--- config.mk ---
export PLATFORM = sky130hd
export DESIGN_NAME = pcu_top
export DESIGN_NICKNAME = d
export VERILOG_FILES = /design/src/rtl/pcu_pkg.sv /design/src/rtl/pcu_cond.sv /design/src/rtl/pcu_stack.sv /design/src/rtl/pcu_next.sv /design/src/rtl/pcu_top.sv
export SDC_FILE = /design/constraint.sdc
export NUM_CORES = 1
export LEC_CHECK = 0
export BUFFER_PORTS_ARGS = -buffer_cell sky130_fd_sc_hd__buf_2
export CORE_ASPECT_RATIO = 0.5
export CORE_MARGIN = 2
export CORE_UTILIZATION = 52
export DETAILED_ROUTE_END_ITERATION = 12
export PLACE_DENSITY = 0.82
export SLEW_MARGIN = 15
export SYNTH_ARGS = -nofsm -noshare
export SYNTH_HDL_FRONTEND = slang
export SYNTH_SLANG_ARGS = --single-unit
--- constraint.sdc ---
create_clock -name clk -period 2.2 [get_ports clk]
set_input_delay 0.55 -clock clk [delete_from_list [all_inputs] [get_ports clk]]
set_output_delay 0.55 -clock clk [all_outputs]
set_load 0.03 [all_outputs]
--- src/rtl/pcu_pkg.sv ---
package pcu_pkg;

  localparam int unsigned PC_W  = 12;
  localparam int unsigned LOW_W = 11;

  typedef enum logic [2:0] {
    OP_SEQ  = 3'd0,
    OP_JMP  = 3'd1,
    OP_BR   = 3'd2,
    OP_CALL = 3'd3,
    OP_RET  = 3'd4,
    OP_PAGE = 3'd5,
    OP_CJMP = 3'd6,
    OP_BANK = 3'd7
  } pcu_op_e;

  typedef enum logic [2:0] {
    CND_A0  = 3'd0,
    CND_A1  = 3'd1,
    CND_A2  = 3'd2,
    CND_A3  = 3'd3,
    CND_AZ  = 3'd4,
    CND_ANZ = 3'd5,
    CND_CLR = 3'd6,
    CND_CST = 3'd7
  } pcu_cond_e;

  // Advance the low 11 bits by inc, keeping the bank bit.
  function automatic logic [PC_W-1:0] pc_adv(input logic [PC_W-1:0] p,
                                             input logic [1:0] inc);
    logic [LOW_W-1:0] low;
    low = p[LOW_W-1:0] + LOW_W'(inc);
    return {p[PC_W-1], low};
  endfunction

  // Replace the low 11 bits, keeping the bank bit.
  function automatic logic [PC_W-1:0] pc_load(input logic [PC_W-1:0] p,
                                              input logic [LOW_W-1:0] t);
    return {p[PC_W-1], t};
  endfunction

  function automatic logic [1:0] len_inc(input logic two);
    return two ? 2'd2 : 2'd1;
  endfunction

endpackage

--- src/rtl/pcu_cond.sv ---
module pcu_cond
  import pcu_pkg::*;
(
  input  logic [2:0] cond_sel,
  input  logic [3:0] acc,
  input  logic       carry,
  output logic       taken
);

  logic acc_zero;
  assign acc_zero = (acc == 4'd0);

  always_comb begin
    unique case (pcu_cond_e'(cond_sel))
      CND_A0:  taken = acc[0];
      CND_A1:  taken = acc[1];
      CND_A2:  taken = acc[2];
      CND_A3:  taken = acc[3];
      CND_AZ:  taken = acc_zero;
      CND_ANZ: taken = !acc_zero;
      CND_CLR: taken = !carry;
      CND_CST: taken = carry;
      default: taken = 1'b0;
    endcase
  end

endmodule

--- src/rtl/pcu_stack.sv ---
module pcu_stack
  import pcu_pkg::*;
#(
  parameter int unsigned DEPTH = 4
) (
  input  logic            clk,
  input  logic            rst,
  input  logic            en,
  input  logic            push,
  input  logic            pop,
  input  logic [PC_W-1:0] din,
  output logic [PC_W-1:0] dout,
  output logic            empty,
  output logic            err
);

  localparam int unsigned SPW = (DEPTH > 1) ? $clog2(DEPTH) : 1;
  localparam int unsigned CW  = $clog2(DEPTH + 1);
  localparam logic [SPW-1:0] SP_LAST = SPW'(DEPTH - 1);
  localparam logic [CW-1:0]  CNT_MAX = CW'(DEPTH);

  logic [PC_W-1:0] mem [DEPTH];
  logic [SPW-1:0]  sp_q;
  logic [CW-1:0]   cnt_q;
  logic            err_q;
  logic [SPW-1:0]  sp_inc, sp_dec;
  logic            full;

  // Named events for the checks
  logic push_ev, pop_ev, ovf_ev, unf_ev;

  assign full    = (cnt_q == CNT_MAX);
  assign empty   = (cnt_q == '0);
  assign sp_inc  = (sp_q == SP_LAST) ? '0 : sp_q + 1'b1;
  assign sp_dec  = (sp_q == '0) ? SP_LAST : sp_q - 1'b1;
  assign push_ev = en && push;
  assign pop_ev  = en && pop;
  assign ovf_ev  = push_ev && full;
  assign unf_ev  = pop_ev && empty;
  assign dout    = empty ? '0 : mem[sp_dec];
  assign err     = err_q;

  always_ff @(posedge clk) begin
    if (push_ev) mem[sp_q] <= din;
  end

  always_ff @(posedge clk) begin
    if (rst) begin
      sp_q  <= '0;
      cnt_q <= '0;
      err_q <= 1'b0;
    end else begin
      if (push_ev) begin
        sp_q <= sp_inc;
        if (!full) cnt_q <= cnt_q + 1'b1;
      end else if (pop_ev && !empty) begin
        sp_q  <= sp_dec;
        cnt_q <= cnt_q - 1'b1;
      end
      if (ovf_ev || unf_ev) err_q <= 1'b1;
    end
  end


  cnt_bound_chk: assert property (@(posedge clk) disable iff (rst)
    cnt_q <= CNT_MAX);


  err_sticky_chk: assert property (@(posedge clk) disable iff (rst)
    err |=> err);


  ovf_flag_chk: assert property (@(posedge clk) disable iff (rst)
    ovf_ev |=> err && !empty);


  unf_flag_chk: assert property (@(posedge clk) disable iff (rst)
    unf_ev |=> err && empty);

endmodule

--- src/rtl/pcu_next.sv ---
module pcu_next
  import pcu_pkg::*;
(
  input  logic [2:0]       op_code,
  input  logic [PC_W-1:0]  pc_q,
  input  logic [LOW_W-1:0] tgt,
  input  logic [3:0]       acc,
  input  logic [3:0]       mem_nib,
  input  logic [2:0]       page_q,
  input  logic             taken,
  input  logic             two_word,
  input  logic [PC_W-1:0]  ret_addr,
  output logic [PC_W-1:0]  pc_d,
  output logic [PC_W-1:0]  link_addr
);

  logic [PC_W-1:0] seq_pc;

  assign seq_pc    = pc_adv(pc_q, len_inc(two_word));
  assign link_addr = pc_adv(pc_q, 2'd2);

  always_comb begin
    unique case (pcu_op_e'(op_code))
      OP_SEQ:  pc_d = seq_pc;
      OP_JMP:  pc_d = pc_load(pc_q, tgt);
      OP_BR:   pc_d = taken ? pc_load(pc_q, tgt) : pc_adv(pc_q, 2'd2);
      OP_CALL: pc_d = pc_load(pc_q, tgt);
      OP_RET:  pc_d = ret_addr;
      OP_PAGE: pc_d = seq_pc;
      OP_CJMP: pc_d = {1'b0, page_q, acc, mem_nib};
      OP_BANK: pc_d = {tgt[0], seq_pc[LOW_W-1:0]};
      default: pc_d = pc_q;
    endcase
  end

endmodule

--- src/rtl/pcu_top.sv ---
module pcu_top
  import pcu_pkg::*;
#(
  parameter int unsigned STACK_DEPTH = 4
) (
  input  logic        clk,
  input  logic        rst,
  input  logic        cyc_en,
  input  logic [2:0]  op_code,
  input  logic [2:0]  cond_sel,
  input  logic [10:0] tgt,
  input  logic [3:0]  acc,
  input  logic        carry,
  input  logic [3:0]  mem_nib,
  input  logic        two_word,
  output logic [11:0] pc,
  output logic        stk_empty,
  output logic        stk_err
);

  logic [PC_W-1:0] pc_q, pc_d, ret_addr, link_addr;
  logic [2:0]      page_q;
  logic            taken;
  logic            do_push, do_pop, page_ld;

  assign do_push = (op_code == OP_CALL);
  assign do_pop  = (op_code == OP_RET);
  assign page_ld = cyc_en && (op_code == OP_PAGE);

  pcu_cond u_cond (
    .cond_sel (cond_sel),
    .acc      (acc),
    .carry    (carry),
    .taken    (taken)
  );

  pcu_stack #(.DEPTH(STACK_DEPTH)) u_stack (
    .clk   (clk),
    .rst   (rst),
    .en    (cyc_en),
    .push  (do_push),
    .pop   (do_pop),
    .din   (link_addr),
    .dout  (ret_addr),
    .empty (stk_empty),
    .err   (stk_err)
  );

  pcu_next u_next (
    .op_code   (op_code),
    .pc_q      (pc_q),
    .tgt       (tgt),
    .acc       (acc),
    .mem_nib   (mem_nib),
    .page_q    (page_q),
    .taken     (taken),
    .two_word  (two_word),
    .ret_addr  (ret_addr),
    .pc_d      (pc_d),
    .link_addr (link_addr)
  );

  always_ff @(posedge clk) begin
    if (rst) begin
      pc_q   <= '0;
      page_q <= '0;
    end else if (cyc_en) begin
      pc_q <= pc_d;
      if (page_ld) page_q <= mem_nib[2:0];
    end
  end

  assign pc = pc_q;


  hold_pc_chk: assert property (@(posedge clk) disable iff (rst)
    !cyc_en |=> $stable(pc) && $stable(page_q));


  jump_keep_bank_chk: assert property (@(posedge clk) disable iff (rst)
    cyc_en && op_code == OP_JMP |=> pc[10:0] == $past(tgt) && pc[11] == $past(pc[11]));


  cjmp_bank_clr_chk: assert property (@(posedge clk) disable iff (rst)
    cyc_en && op_code == OP_CJMP |=> !pc[11] && pc[3:0] == $past(mem_nib));


  bank_sel_chk: assert property (@(posedge clk) disable iff (rst)
    cyc_en && op_code == OP_BANK |=> pc[11] == $past(tgt[0]));


  seq_keep_bank_chk: assert property (@(posedge clk) disable iff (rst)
    cyc_en && op_code == OP_SEQ |=> pc[11] == $past(pc[11]));

endmodule

### Word level (Yosys, flattened, before mapping)

Memory sizes are Yosys's and may differ from the RTL's.
Index checks and enable logic that the tools add are counted.

| operators by class | value |
|---|---|
| bitwise gates (word level) | 3 |
| multiply operators | 0 |
| order comparisons | 0 |
| div/mod/pow operators | 0 |
| muxes and demuxes | 14 |
| add/sub/neg operators | 6 |
| equal/unequal tests | 17 |
| reductions and logical operators | 21 |
| shift operators | 0 |

Operator list:

| cell | number |
|---|---|
| $pmux 12 s6 | 1 |
| $eq 3x3->1 const B | 9 |
| $eq 3x2->1 const B | 4 |
| $mux 12 | 1 |
| $add 11x2->11 | 1 |
| $add 11x2->11 const B | 1 |
| $mux 11 | 1 |
| $mux 2 | 5 |
| $logic_not 3->1 | 3 |
| $mux 3 | 3 |
| $pmux 1 s8 | 1 |
| $eq 3x1->1 const B | 2 |
| $logic_and 1x1->1 | 6 |
| $logic_not 4->1 | 1 |
| $reduce_and 2->1 | 2 |
| $reduce_and 4->1 | 1 |
| $reduce_or 2->1 | 2 |
| $add 3x1->3 const B | 1 |
| $logic_not 1->1 | 3 |
| $not 1->1 | 3 |
| $sub 3x1->3 const B | 1 |
| $add 2x1->2 const B | 1 |
| $eq 2x2->1 const B | 1 |
| $logic_not 2->1 | 1 |
| other kinds (5) | 6 |

| word-level totals | value |
|---|---|
| bits in read-only memories | 0 |
| output and inout bits | 14 |
| bits of input ports | 30 |
| word-level logic and storage cells | 68 |
| memory bits (writable) | 48 |
| latch bits | 0 |
| flip-flop bits (word level) | 21 |
| memories kept | 1 |

Memory list:

| name | depth | bits a word | rd ports | clocked after memory_dff | write ports | line | source |
|---|---|---|---|---|---|---|---|
| u_stack.mem | 4 | 12 | 1 | 0 | 1 | pcu_stack.sv:22 | `logic [PC_W-1:0] mem [DEPTH];` |

### Logic depth before layout (Yosys ltp)

| depth | value |
|---|---|
| word-level depth | 5 |
| gate-level depth with buffers | 8 |
| mapped depth without buffers | 8 |

### By module

From an unflattened synthesis, not the netlist that was laid out.

| unflattened totals | value |
|---|---|
| cell total of the unflattened synthesis | 356 |
| area total of the unflattened synthesis | 3953.8 um2 |

Modules (own cells, without submodules):

| module | area an instance (um2) | cells an instance | times used | seq. area each (um2) |
|---|---|---|---|---|
| pcu_stack | 2284.7 | 146 | 1 | 1561.5 |
| pcu_next | 1001.0 | 145 | 1 | 0.0 |
| pcu_top | 589.3 | 56 | 1 | 300.3 |
| pcu_cond | 78.8 | 9 | 1 | 0.0 |

### Worst setup path before layout

OpenSTA, ideal clock, no wires.

| timing path | value |
|---|---|
| path kind | reg2reg |
| start point | reg u_stack.sp_q[0] |
| end point | reg pc_q[8], in the netlist pc[8] |
| buffers on the path | 1 |
| cell stages (with the launch flop) | 8 |
| path slack | 0.118 ns |
| clock period less this slack | 2.082 ns |
| arrival time | 1.944 ns |
| setup time | 0.138 ns |
| data required time | 2.062 ns |
| cells stage by stage | dfxtp_1 inv_1 ha_1 nor2b_2 buf_6 mux4_2 a221oi_1 a311oi_1 |

| between the ends | value |
|---|---|
| word-level cells in the longest chain between the ends | 5 |
| elaborated cells on any way between the ends | 6 |
| those cells by class | add/sub (1); mux (3); reduce/logical (1); memory (1) |

Ends and longest elaborated chain:

| element | line | source |
|---|---|---|
| start, declared | pcu_stack.sv:23 | `logic [SPW-1:0] sp_q;` |
| start signal, assigned | pcu_stack.sv:54 | `sp_q <= sp_inc;` |
| start signal, assigned | pcu_stack.sv:57 | `sp_q <= sp_dec;` |
| $sub 2x1->2 or $logic_not 2->1 (tied branches) | pcu_stack.sv:35 | `assign sp_dec = (sp_q == '0) ? SP_LAST : sp_q - 1'b1;` |
| $mux 2 (*) | pcu_stack.sv:35 |  |
| $mem_v2 4x12 (*) | n/a |  |
| $mux 12 (*) | pcu_stack.sv:40 | `assign dout = empty ? '0 : mem[sp_dec];` |
| $pmux 12 s6 (*) | pcu_next.sv:23 | `unique case (pcu_op_e'(op_code))` |
| end signal, assigned | pcu_top.sv:68 | `pc_q <= pc_d;` |
| end, declared | pcu_top.sv:21 | `logic [PC_W-1:0] pc_q, pc_d, ret_addr, link_addr;` |

Every way passes the cells marked *; elsewhere a longest branch is shown, timed or not.
A chain may end at the register's enable or synchronous reset.

### Final worst setup path

| timing path | value |
|---|---|
| start point | reg pc_q[0], in the netlist pc[0] |
| end point | reg pc_q[6], in the netlist pc[6] |

| between the ends | value |
|---|---|
| word-level cells in the longest chain between the ends | 3 |
| elaborated cells on any way between the ends | 4 |
| those cells by class | add/sub (2); mux (2) |

Ends and longest elaborated chain:

| element | line | source |
|---|---|---|
| $add 11x2->11 | pcu_pkg.sv:32 | `low = p[LOW_W-1:0] + LOW_W'(inc);` |
| $mux 11 | pcu_next.sv:26 | `OP_BR: pc_d = taken ? pc_load(pc_q, tgt) : pc_adv(pc_q, 2'd2);` |
| $pmux 12 s6 (*) | pcu_next.sv:23 |  |

Marks and branches as above.

==> reports/results.tsv <==
stage	metric	value	unit
sta	period_needed	2.13	ns
sta	clock.fmax	470	MHz
min_path	whs_path_depth	3	
route	routedWlPerCell	21.3	um
route	drt_iter0_drc	263	
route	drt-pass1-iter-count	6	
clocking	max-clock-path-buffers	2	
setup_path	cp.arrival	2.37	ns
final_layout	nNetsFinal	398	
yosys	synth_nets	339	
sta	setup_viol	0	
placed_design	gp_congestion	0.905	
die	die-width	122	um
clocking	cts_root_buf	clkbuf_16	
yosys	synth_ff_type	edfxtp_1	
yosys	syn_area	3630	um^2
placed_design	dp_hpwl	6520	um
clocking	clk_latency	0.33	ns
sta	tightest_slew	0.602	ns
yosys	ys_seq_area_frac	0.513	
clocking	cts.sinks	69	
power_and_ir_drop	pwr-share-seq	0.412	
final_layout	synthToLayoutAreaGrowth	23.6	%
power_and_ir_drop	switchingPower	0.000834	W
power_and_ir_drop	peakVddDrop	354	uV
final_layout	layout_common_cells	48 x edfxtp_1, 43 x buf_2, 24 x nor2_1	
clocking	cts_tree	yes	
job	maxCapViolations	0	
die	die_h	63.1	um
sta	relSlewSlack	0.599	
final_layout	design_area	4490	um^2
power_and_ir_drop	clkPwrFrac	0.470	
placed_design	post_dp_cell_area	4070	um^2
power_and_ir_drop	pwr-share-comb	0.118	
die	core-area	6730	um^2
power_and_ir_drop	p_sw_frac	0.234	
route	drtAntennaViolNets	0	
die	rows	21	
placed_design	port_buffers	43	
setup_path	cp.required	2.44	ns
sta	slew_viol_final	0	
power_and_ir_drop	power.leakage	1.67	nW
global_route	antenna_found_initial	0	
yosys	synth_cells	300	
setup_path	reg2regPathDepth	8	
route	totalWireLength	9730	um
yosys	synth-edff-count	48	
min_path	min_from	mem_nib[0]	
die	io_pins	44	
setup_path	cp_max_fo	7	
setup_path	start_kind	register	
final_layout	antennaDiodeCount	0	
sta	setup_tns	0	ns
yosys	synthDistinctLibCells	57	
sta	clock_skew	0.00596	ns
route	drc	0	
clocking	path_clk_slew	0.06	ns
setup_path	worstSetupPathType	register to register	
yosys	synth-async-reset-ratio	0	
setup_path	r2r-end	pc[6]	
clocking	htree_levels	3	
global_route	overflow	0	
power_and_ir_drop	powerDensity	794	nW/um^2
yosys	ys.warnings.count	0	
power_and_ir_drop	p_int	0.00273	W
die	initial_core_util	0.540	
sta	whs	0.484	ns
final_layout	utilization	0.667	
final_layout	mostFrequentLayoutCell	edfxtp_1	
route	vias	2906	
sta	hold_viol	0	
yosys	ys_seq_elements	69	
global_route	grt_pass1_wl	15000	um
global_route	grt_pass1_vias	2860	
yosys	avgSynthCellArea	12.1	um^2
global_route	grt_max_degree	23	
power_and_ir_drop	p_total	0.00356	W
final_layout	drive_gt1_frac	0.321	
setup_path	reg2reg_slack	0.07	ns
setup_path	end_kind	register	
min_path	hp-class	input pin to register	
min_path	min_to	page_q[0]	
setup_path	crit_path_start	pc[0]	
clocking	cts_buffers	9	
global_route	track_usage	0.262	
sta	period_share	0.968	
outcome	outcome	finished clean	
route	via_per_inst	6.37	
die	dieArea	7710	um^2
setup_path	r2r-start	pc[0]	
## power groups by stage
stage               Clock (W)  Sequential, W  Combinational (W)
floorplan                   0        0.00150           0.000241
global placement            0        0.00149           0.000381
detailed placement          0        0.00149           0.000397
CTS                   0.00168        0.00147           0.000404
global route          0.00173        0.00147           0.000448
finish                0.00167        0.00147           0.000420
## worst max-delay path by stage
stage,to,slack (ns),cells after the start
3_3_place_gp,pc[10],-0.05,8
4_1_cts,pc[8],0.02,7
2_1_floorplan,pc[8],0.12,7
3_5_place_dp,pc[6],-0.12,10
5_1_grt,pc[6],-0.03,8
6_report,pc[6],0.07,8
## registers in the layout, summed over array words and instances (netlist names)
name / count
page_q: 3
pc: 12
u_stack.mem: 48
u_stack.sp_q: 2
u_stack.cnt_q: 3
u_stack.err: 1
## critical path, stage by stage, from the launching register on
cell,delay [ns]
dfxtp_2,0.39
ha_2,0.23
fa_1,0.19
nand3_1,0.20
buf_4,0.21
or3_1,0.31
a21oi_1,0.19
a211oi_1,0.07
a311oi_1,0.26
## cell usage after synthesis, drive strengths merged (6+ instances only)
| cell type | number | area (um^2) |
|---|---|---|
| xnor2 | 7 | 61.3 |
| a311oi | 8 | 88.8 |
| inv | 6 | 22.5 |
| edfxtp | 48 | 1440 |
| a221oi | 14 | 129 |
| nor3 | 9 | 45.0 |
| nand2 | 17 | 63.8 |
| nor2 | 24 | 90.1 |
| mux4 | 12 | 270 |
| buf | 17 | 101 |
| dfxtp | 21 | 420 |
| o21ai | 6 | 30.0 |
| ha | 7 | 87.6 |
| xor2 | 10 | 87.6 |
| nand3 | 17 | 85.1 |
| a21oi | 13 | 68.8 |
## layer usage
metal  global-route usage  vias up  routed length, um
li1                     -     1279                  -
met1                0.349     1403               3890
met2                0.421      186               4610
met3               0.0625       38                973
met4               0.0934        0                249
met5                    0        -                  0
## what timing repair did
item	in CTS	in global routing
buffers inserted	0	2
resized for setup	0	7
hold endpoints to repair	0	0
hold buffers	0	0
endpoints found under the setup margin	0	8
## kinds of logic (layout without fill, tap and decap cells)
group / count (synthesis) / in the layout / share of synthesized area
flops: 69 / 69 / 0.513
simple gates: 96 / 96 / 0.137
compound gates: 60 / 60 / 0.135
buf+inv: 29 / 93 / 0.0403
fa+ha+maj: 9 / 9 / 0.0351
mux: 20 / 20 / 0.0989
xor+xnor: 17 / 17 / 0.0410
## final cells by class
| class | count | area, um^2 |
|---|---|---|
| Inverter | 7 | 26.3 |
| Multi-Input combinational cell | 202 | 1650 |
| Timing Repair Buffer | 70 | 485 |
| Fill cell | 472 | 2240 |
| Clock buffer | 10 | 239 |
| Clock inverter | 6 | 110 |
| Tap cell | 92 | 115 |
| Sequential cell | 69 | 1860 |
## stage by stage
step / setup WS (ns) / cells
floorplan: 0.118 / 300
global placement: -0.0451 / 437
detailed placement: -0.124 / 437
CTS: 0.0189 / 453
global route: -0.0264 / 456
finish: 0.0703 / 456
No activity file was read; power rests on OpenSTA's default activity.
